$ cat src/rtl/rob_retire_pkg.sv
package rob_retire_pkg;

    typedef enum logic [1:0] {
        RR_RUN  = 2'd0,
        RR_WAIT = 2'd1,
        RR_HALT = 2'd2
    } rr_state_e;

endpackage

$ cat src/rtl/rob_retire_select.sv
// Picks the run of consecutive ready slots starting at the head.
module rob_retire_select #(
    parameter int DEPTH    = 16,
    parameter int ADDR_W   = 16,
    parameter int COMMIT_W = 2,
    localparam int IDX_W   = $clog2(DEPTH),
    localparam int LANE_CW = $clog2(COMMIT_W + 1)
) (
    input  logic                    enable,
    input  logic [DEPTH-1:0]        slot_valid,
    input  logic [DEPTH-1:0]        slot_ripe,
    input  logic [DEPTH-1:0]        slot_mp,
    input  logic [DEPTH*ADDR_W-1:0] slot_tgt,
    input  logic [IDX_W-1:0]        head_idx,
    output logic [COMMIT_W-1:0]     lane_ok,
    output logic [LANE_CW-1:0]      n_retire,
    output logic                    mp_hit,
    output logic [ADDR_W-1:0]       mp_tgt
);

    always_comb begin
        logic             go;
        logic [IDX_W-1:0] idx;
        go       = enable;
        lane_ok  = '0;
        n_retire = '0;
        mp_hit   = 1'b0;
        mp_tgt   = '0;
        for (int l = 0; l < COMMIT_W; l++) begin
            idx = head_idx + IDX_W'(l);
            if (go && slot_valid[idx] && slot_ripe[idx]) begin
                lane_ok[l] = 1'b1;
                n_retire   = n_retire + LANE_CW'(1);
                if (slot_mp[idx]) begin
                    mp_hit = 1'b1;
                    mp_tgt = slot_tgt[idx*ADDR_W +: ADDR_W];
                    go     = 1'b0;
                end
            end else begin
                go = 1'b0;
            end
        end
    end

endmodule

$ cat src/rtl/rob_retire_timer.sv
// Counts the writeback delay between a mispredicted retire and recovery.
module rob_retire_timer #(
    parameter int WB_DELAY = 3,
    localparam int TW      = $clog2(WB_DELAY + 1)
) (
    input  logic clk,
    input  logic rst_n,
    input  logic start,
    input  logic clear,
    output logic fire
);

    logic          run_d, run_q;
    logic [TW-1:0] cnt_d, cnt_q;

    assign fire = run_q && (cnt_q == TW'(WB_DELAY - 1));

    always_comb begin
        run_d = run_q;
        cnt_d = cnt_q;
        if (clear) begin
            run_d = 1'b0;
            cnt_d = '0;
        end else if (start) begin
            run_d = 1'b1;
            cnt_d = '0;
        end else if (fire) begin
            run_d = 1'b0;
        end else if (run_q) begin
            cnt_d = cnt_q + TW'(1);
        end
    end

    always_ff @(posedge clk or negedge rst_n) begin
        if (!rst_n) begin
            run_q <= 1'b0;
            cnt_q <= '0;
        end else begin
            run_q <= run_d;
            cnt_q <= cnt_d;
        end
    end

endmodule

$ cat src/rtl/rob_retire.sv
module rob_retire
    import rob_retire_pkg::*;
#(
    parameter int ID_W     = 8,
    parameter int DEPTH    = 16,
    parameter int ADDR_W   = 16,
    parameter int COMMIT_W = 2,
    parameter int WB_DELAY = 3,
    parameter int CNT_W    = 6
) (
    input  logic                     clk,
    input  logic                     rst_n,
    input  logic                     flush,
    input  logic                     cpl_valid,
    input  logic [ID_W-1:0]          cpl_id,
    input  logic                     cpl_mispred,
    input  logic [ADDR_W-1:0]        cpl_target,
    input  logic                     spec_issue,
    output logic [COMMIT_W-1:0]      commit_valid,
    output logic [COMMIT_W*ID_W-1:0] commit_id,
    output logic                     rec_valid,
    output logic [ID_W-1:0]          rec_id,
    output logic [ADDR_W-1:0]        rec_target,
    output logic [CNT_W-1:0]         spec_count
);

    localparam int IDX_W   = $clog2(DEPTH);
    localparam int LANE_CW = $clog2(COMMIT_W + 1);
    localparam int SW      = CNT_W + 2;

    typedef struct packed {
        logic [DEPTH-1:0]             valid;
        logic [DEPTH-1:0]             ripe;
        logic [DEPTH-1:0]             mp;
        logic [DEPTH-1:0][ADDR_W-1:0] tgt;
        logic [ID_W-1:0]              head;
        logic [ADDR_W-1:0]            rec_tgt;
        logic [CNT_W-1:0]             spec;
        rr_state_e                    st;
    } rr_regs_t;

    rr_regs_t s_d, s_q;

    logic [COMMIT_W-1:0] lane_ok;
    logic [LANE_CW-1:0]  n_retire;
    logic                mp_hit;
    logic [ADDR_W-1:0]   mp_tgt;
    logic                wb_fire;

    rob_retire_select #(
        .DEPTH   (DEPTH),
        .ADDR_W  (ADDR_W),
        .COMMIT_W(COMMIT_W)
    ) i_select (
        .enable    (s_q.st == RR_RUN),
        .slot_valid(s_q.valid),
        .slot_ripe (s_q.ripe),
        .slot_mp   (s_q.mp),
        .slot_tgt  (s_q.tgt),
        .head_idx  (s_q.head[IDX_W-1:0]),
        .lane_ok   (lane_ok),
        .n_retire  (n_retire),
        .mp_hit    (mp_hit),
        .mp_tgt    (mp_tgt)
    );

    rob_retire_timer #(
        .WB_DELAY(WB_DELAY)
    ) i_timer (
        .clk  (clk),
        .rst_n(rst_n),
        .start(mp_hit),
        .clear(flush),
        .fire (wb_fire)
    );

    always_comb begin
        logic [IDX_W-1:0]  slot;
        logic signed [SW-1:0] sum;
        s_d = s_q;

        // a stored result becomes eligible one cycle after it lands
        s_d.ripe = s_q.ripe | s_q.valid;

        for (int l = 0; l < COMMIT_W; l++) begin
            slot = s_q.head[IDX_W-1:0] + IDX_W'(l);
            if (lane_ok[l]) begin
                s_d.valid[slot] = 1'b0;
                s_d.ripe[slot]  = 1'b0;
                s_d.mp[slot]    = 1'b0;
            end
        end
        s_d.head = s_q.head + ID_W'(n_retire);

        sum = $signed({2'b00, s_q.spec})
            + $signed(SW'(spec_issue))
            - $signed(SW'(n_retire));
        if (sum < 0)
            s_d.spec = '0;
        else if (sum > $signed({2'b00, {CNT_W{1'b1}}}))
            s_d.spec = '1;
        else
            s_d.spec = sum[CNT_W-1:0];

        if (mp_hit) begin
            s_d.st      = RR_WAIT;
            s_d.rec_tgt = mp_tgt;
        end else if (s_q.st == RR_WAIT && wb_fire) begin
            s_d.st = RR_HALT;
        end

        // a write lands after the retire clear so a reused slot keeps it
        if (cpl_valid && s_q.st == RR_RUN) begin
            slot             = cpl_id[IDX_W-1:0];
            s_d.valid[slot]  = 1'b1;
            s_d.ripe[slot]   = 1'b0;
            s_d.mp[slot]     = cpl_mispred;
            s_d.tgt[slot]    = cpl_target;
        end

        if (flush) begin
            s_d.valid = '0;
            s_d.ripe  = '0;
            s_d.mp    = '0;
            s_d.spec  = '0;
            s_d.st    = RR_RUN;
        end
    end

    always_ff @(posedge clk or negedge rst_n) begin
        if (!rst_n) begin
            s_q <= '{default: '0, st: RR_RUN};
        end else begin
            s_q <= s_d;
        end
    end

    generate
        for (genvar g = 0; g < COMMIT_W; g++) begin : g_lane
            assign commit_id[g*ID_W +: ID_W] = s_q.head + ID_W'(g);
        end
    endgenerate

    assign commit_valid = lane_ok;
    assign rec_valid    = wb_fire;
    assign rec_id       = s_q.head;
    assign rec_target   = s_q.rec_tgt;
    assign spec_count   = s_q.spec;

endmodule

$ cat config.mk
export PLATFORM = sky130hd
export DESIGN_NAME = rob_retire
export DESIGN_NICKNAME = d
export VERILOG_FILES = /design/src/rtl/rob_retire_pkg.sv /design/src/rtl/rob_retire_select.sv /design/src/rtl/rob_retire_timer.sv /design/src/rtl/rob_retire.sv
export SDC_FILE = /design/constraint.sdc
export NUM_CORES = 1
export LEC_CHECK = 0
export BUFFER_PORTS_ARGS = -buffer_cell sky130_fd_sc_hd__buf_2
export CAP_MARGIN = 20
export CORE_ASPECT_RATIO = 0.6
export CORE_MARGIN = 4
export CORE_UTILIZATION = 40
export CTS_BUF_LIST = sky130_fd_sc_hd__clkbuf_8
export CTS_CLUSTER_DIAMETER = 100
export CTS_CLUSTER_SIZE = 14
export DETAILED_ROUTE_END_ITERATION = 8
export HOLD_SLACK_MARGIN = 0.08
export PLACE_DENSITY = 0.63
export SETUP_SLACK_MARGIN = 0.3
export SYNTH_ARGS = -nofsm -noshare
export SYNTH_HDL_FRONTEND = slang
export SYNTH_SLANG_ARGS = --single-unit
export TNS_END_PERCENT = 20
$ cat constraint.sdc
create_clock -name clk -period 6.55 [get_ports clk]
set_clock_uncertainty 0.15 [all_clocks]
set_input_delay 0.655 -clock clk [delete_from_list [all_inputs] [get_ports clk]]
set_output_delay 0.655 -clock clk [all_outputs]
set_load 0.02 [all_outputs]
Word-level counts from Yosys, hierarchy flattened

Cells that the tools add are included.
Widths: inputs -> output; s select.

Flip-flop bits (word level): 339
Input port bits: 30
Output and inout port bits: 49
Word-level logic and storage cells: 124

$add $sub $neg: 7
Order comparisons: 8
Equal/unequal tests: 3
Shifts and indexed selects: 2
Muxes and demuxes: 52
Bitwise logic cells: 12
Reductions and logical operators: 15

Operators with widths:

| operator            | count |
|---|---|
| $shiftx 256x9->16   | 2 |
| $mux 304            | 1 |
| $bwmux 256          | 1 |
| $mux 48             | 3 |
| $and 16x16->16      | 7 |
| $mux 16             | 5 |
| $demux 16 s4        | 1 |
| $not 16->16         | 3 |
| $or 16x16->16       | 2 |
| $bmux 1 s4          | 6 |
| $mux 1              | 21 |
| $bwmux 16           | 1 |
| $lt 4x5->1 const B  | 3 |
| $mux 2              | 7 |
| $demux 1 s4         | 3 |
| $ge 4x1->1 const B  | 3 |
| $mux 6              | 2 |
| $logic_and 1x1->1   | 10 |
| $reduce_bool 3->1   | 3 |
| $add 8x1->8 const B | 1 |
| $add 8x2->8         | 1 |
| $gt 8x7->1 const B  | 1 |
| $lt 8x1->1 const B  | 1 |
| $mux 8              | 1 |
| 10 further kinds    | 10 |

Longest topological paths before layout

Depth after elaboration: 13
Gate-level depth with buffers: 23
Gate-level depth less buffers: 19

Modules after synthesis

A second synthesis with hierarchy kept.

Cell total of the unflattened synthesis: 1508
Area, all modules: 19049.5 sq um

Modules (own cells, without submodules):

| module            | instances | cells each | area an instance (sq um) | sequential area each (sq um) |
|---|---|---|---|---|
| rob_retire        | 1         | 992        | 13995.9                  | 8408.1 |
| rob_retire_select | 1         | 502        | 4901.0                   | 0.0 |
| rob_retire_timer  | 1         | 14         | 152.6                    | 75.1 |

Least setup slack after synthesis

OpenSTA, ideal clock, no wires.

Path kind: register to register
From: reg s_q, in the netlist rec_id[0]
To: reg s_q, in the netlist spec_count[2]
Library setup time: 78 ps
Data arrival time: 4792 ps
Data required time: 6322 ps
Setup slack: 1529 ps
Stages on the path, launching flop included: 24
Path buffers: 4
Period minus slack after synthesis: 5021 ps
Cells stage by stage: dfrtp_1 -> buf_6 -> inv_2 -> ha_1 -> buf_2 -> buf_2 -> buf_4 -> nand3_1 -> o211ai_1 -> o211ai_1 -> a2bb2oi_2 -> and3_1 -> ha_1 -> ha_1 -> inv_1 -> ha_1 -> fa_1 -> a21oi_1 -> o21bai_1 -> a21oi_1 -> o21bai_1 -> xnor2_1 -> nand2_1 -> a21oi_1

RTL lines:

| element                | RTL line          | text |
|---|---|---|
| start, declared        | rob_retire.sv:42  | `rr_regs_t s_d, s_q;` |
| start signal, assigned | rob_retire.sv:132 | `s_q <= '{default: '0, st: RR_RUN};` |
| start signal, assigned | rob_retire.sv:134 | `s_q <= s_d;` |

==> implementation parameters <==
Parameter                              Value

Status
  Result of the run    completed

Logic synthesis
  Number of enable-type register cells in the synthesized netlist    0
  Net count after synthesis    1571
  Yosys reg bits    339
  Gate count after technology mapping    1522
  Sequential element share of the synthesized area    45.7%
  Number of distinct library cell variants in the gate-level netlist after synthesis    60
  Syn Std Cell Area    18600 um2
  Share of synthesized flip-flops with an asynchronous set or reset    100%
  Mean cell area of the mapped netlist    12.2 um2
  Leading register cell type out of synthesis    sky130_fd_sc_hd__dfrtp_1
  Number of warnings issued by yosys    0

Place
  Final weighted congestion of routability-driven global placement    0.900
  Number of buffer cells added on primary ports    74
  Final HPWL from detailed placement    about 35 mm
  Worst slack, placed    1.18 ns

Critical path
  Cell chain of the critical path    buf_4 -> mux4_2 -> a22oi_1 -> nand2_2 -> nor3_4 -> and3_1 -> ha_1 -> ha_1 -> inv_1 -> ha_1 -> fa_1 -> a21oi_1 -> o21bai_1 -> a21oi_1 -> o21bai_1 -> xnor2_1 -> nand2_1 -> a21oi_1
  Endpoint arrival time on the critical path    5.82 ns
  Worst setup startpoint    rec_id[1]$_DFF_PN0_
  Path type of the worst setup path    reg2reg
  CP Capture Type    flip-flop
  Worst r2r src    rec_id[1]$_DFF_PN0_
  Maximum fanout count along the critical path    44
  Crit path launch type    flip-flop
  Largest stage delay, worst path    0.62 ns
  Standard cell with the maximum stage delay on the critical path    sky130_fd_sc_hd__buf_4
  CP Buf/Inv Count    2
  CP top delay family    adder cells
  Required time reported for the critical path endpoint    6.97 ns

GRT
  Total grt overflow    0
  Antenna violations before repair    2
  Overall fraction of global-route tracks in use    21.1%
  Maximum number of pins on one net before global-route repair    163
  Global-route wire length before repair    80.8 mm
  Vias in the first global route    12.8k

Hold path
  HP Class    in2reg
  Hold Startpoint    cpl_mispred

Pwr
  Cell Pwr Density    259 nW/um2
  Peak supply drop    0.000187 V
  Static leakage    0.00860 uW

Clock network
  Reg clk slew, reported paths    0.10 ns
  Number of sinks driven by the clock tree    339
  Worst skew pair latency    0.64 ns
  CTS tree    yes
  H-tree Lvls    1
  Number of buffers on the longest clock path    3
  Buffer type at the clock tree root    sky130_fd_sc_hd__clkbuf_8
  Gates resized, CTS repair    0
  Post-CTS Repair Setup Buffers    0
  TritonCTS Buffers    28
  Hold buffer count at cts    1

Timing
  RSZ-0062 raised after global routing    no
  Worst-case hold slack    0.112 ns
  Number of setup violations in the final report    0
  Fin worst setup slack    1.15 ns
  Share of the cycle needed by the critical path after routing    between 80% and 90%
  Time the worst path needs with I/O delays and setup    5.40 ns
  Timing-limited maximum frequency    ~0.19 GHz
  Remaining max-slew budget at the tightest pin    24.1%
  Number of slew-limit violations in the final report    0
  Final setup TNS    0 ns
  Measured slew at the worst slew-check pin    1.14 ns
  Final Hold Fails    0

Route
  Via Count    12.8k
  Antenna-violating nets left    0
  First drt pass iteration count    5
  Initial drt markers    1399
  Post-Route WL    52.8 mm
  Number of vias per cell after detailed routing    5.98
  WL per Instance    24.7 um
  Residual DRC count    0

Layout
  Ant. Diodes    0
  Fraction of layout instances using a drive strength above 1    approximately a third
  Total Nets Final    ~1.6k
  Filler cell count    between 4k and 5k
  Layout overhead on the synthesized area    6.65%

Floorplan
  Die Footprint    50100 um2
  Initial core utilization    slightly above 40%
  Placeable core area    45300 um2
  Standard-cell row count    60
  Vertical die dimension    between 150 and 200 um
  Width of the chip    286 um
  I/O Pins    79

Run
  Number of violations of the max-capacitance limit    0
layout by cell type (no fill, tap or decap), types with 6 or more instances in the layout:
master and count:
sky130_fd_sc_hd__mux2i_1 10, sky130_fd_sc_hd__a31oi_1 8, sky130_fd_sc_hd__xnor2_1 11, sky130_fd_sc_hd__buf_2 73
sky130_fd_sc_hd__o21ai_1 9, sky130_fd_sc_hd__a21oi_1 29, sky130_fd_sc_hd__nand2_1 348, sky130_fd_sc_hd__buf_4 39
sky130_fd_sc_hd__xor2_1 6, sky130_fd_sc_hd__a211o_1 6, sky130_fd_sc_hd__nand3_1 14, sky130_fd_sc_hd__clkbuf_8 29
sky130_fd_sc_hd__nor2_1 52, sky130_fd_sc_hd__mux4_2 180, sky130_fd_sc_hd__nor2b_1 9, sky130_fd_sc_hd__mux2_2 160
sky130_fd_sc_hd__and3_1 8, sky130_fd_sc_hd__o41ai_1 6, sky130_fd_sc_hd__nor4_1 7, sky130_fd_sc_hd__inv_1 35
sky130_fd_sc_hd__nor3_1 13, sky130_fd_sc_hd__o21ai_0 19, sky130_fd_sc_hd__o22ai_1 10, sky130_fd_sc_hd__ha_1 16
sky130_fd_sc_hd__dfrtp_1 337
report_power, final:
part	internal [uW]	switching, uW	leakage, uW
clock	400	713	0.000226
combinational	719	518	0.00404
sequential	2480	296	0.00433
tightest hold or removal path, cell delays in order:
cell and delay [ns]:
sky130_fd_sc_hd__buf_2 0.11, sky130_fd_sc_hd__nand2_1 0.05, sky130_fd_sc_hd__a21oi_1 0.05
logic make-up (layout without fill, tap and decap cells):
group           count (synthesis)  in the layout  share of synthesized area [%]
compound gates                124            124                           4.41
xor+xnor                       18             18                          0.848
fa+ha+maj                      19             19                           1.36
buf+inv                       189            186                           4.92
flops                         339            339                           45.7
mux                           350            350                           32.0
simple gates                  483            483                           10.8
stage by stage:
step	power (uW)	util [%]	instances	instance area, um2
2_1_floorplan	3700	-	1522	18600
3_3_place_gp	3970	42.7	2104	19300
3_5_place_dp	4040	42.7	2105	19400
4_1_cts	5140	43.6	2138	19800
5_1_grt	5400	43.7	2139	19800
6_report	5130	43.7	2139	19800
final timing paths:
check,end,slack [ns],cells after the start
max,spec_count[4]$_DFF_PN0_,1.15,18
min,s_q[303]$_DFF_PN0_,0.11,3
max reg2reg,spec_count[4]$_DFF_PN0_,1.15,18
min reg2reg,rec_target[5]$_DFFE_PN0P_,0.35,1
max in group asynchronous,asynchronous set/reset pin,4.17,3
min in group asynchronous,asynchronous set/reset pin,0.51,2
routing by layer:
layer | GRT usage (%) | vias up | wire [um]
met2 | 31.6 | 610 | 23400
met1 | 31.6 | 6681 | 23400
met3 | 5.65 | 63 | 5240
li1 | - | 5444 | -
met5 | 0 | - | 20
met4 | 3.56 | 2 | 784
layout make-up:
class,count,area [um2],share of cell area [%]
well taps,620,776,3.91
clock inverters,3,23.8,0.120
inverters,37,139,0.701
multi-input cells,994,9240,46.6
repair buffers,117,746,3.76
flip-flops and latches,339,8490,42.8
clock buffers,29,399,2.01
synth_stat cells (all sizes together), types with 8 or more instances:
cell      n  share of area, %
dfrtp   339                46
a21oi    29              0.78
mux4    180                22
buf      82               2.8
mux2i    10              0.54
ha       17               1.1
o21ai    28              0.75
nor2     57               1.2
a31oi     8              0.27
nor3     17              0.52
xnor2    12              0.57
mux2    160               9.7
o22ai    10              0.34
nand3    14              0.38
clkbuf   70               1.4
inv      35              0.71
nand2   350               7.1
and3      8              0.27
nor2b     9              0.30
nor4      8              0.30
Note: power is estimated with default switching activity, not from simulation.
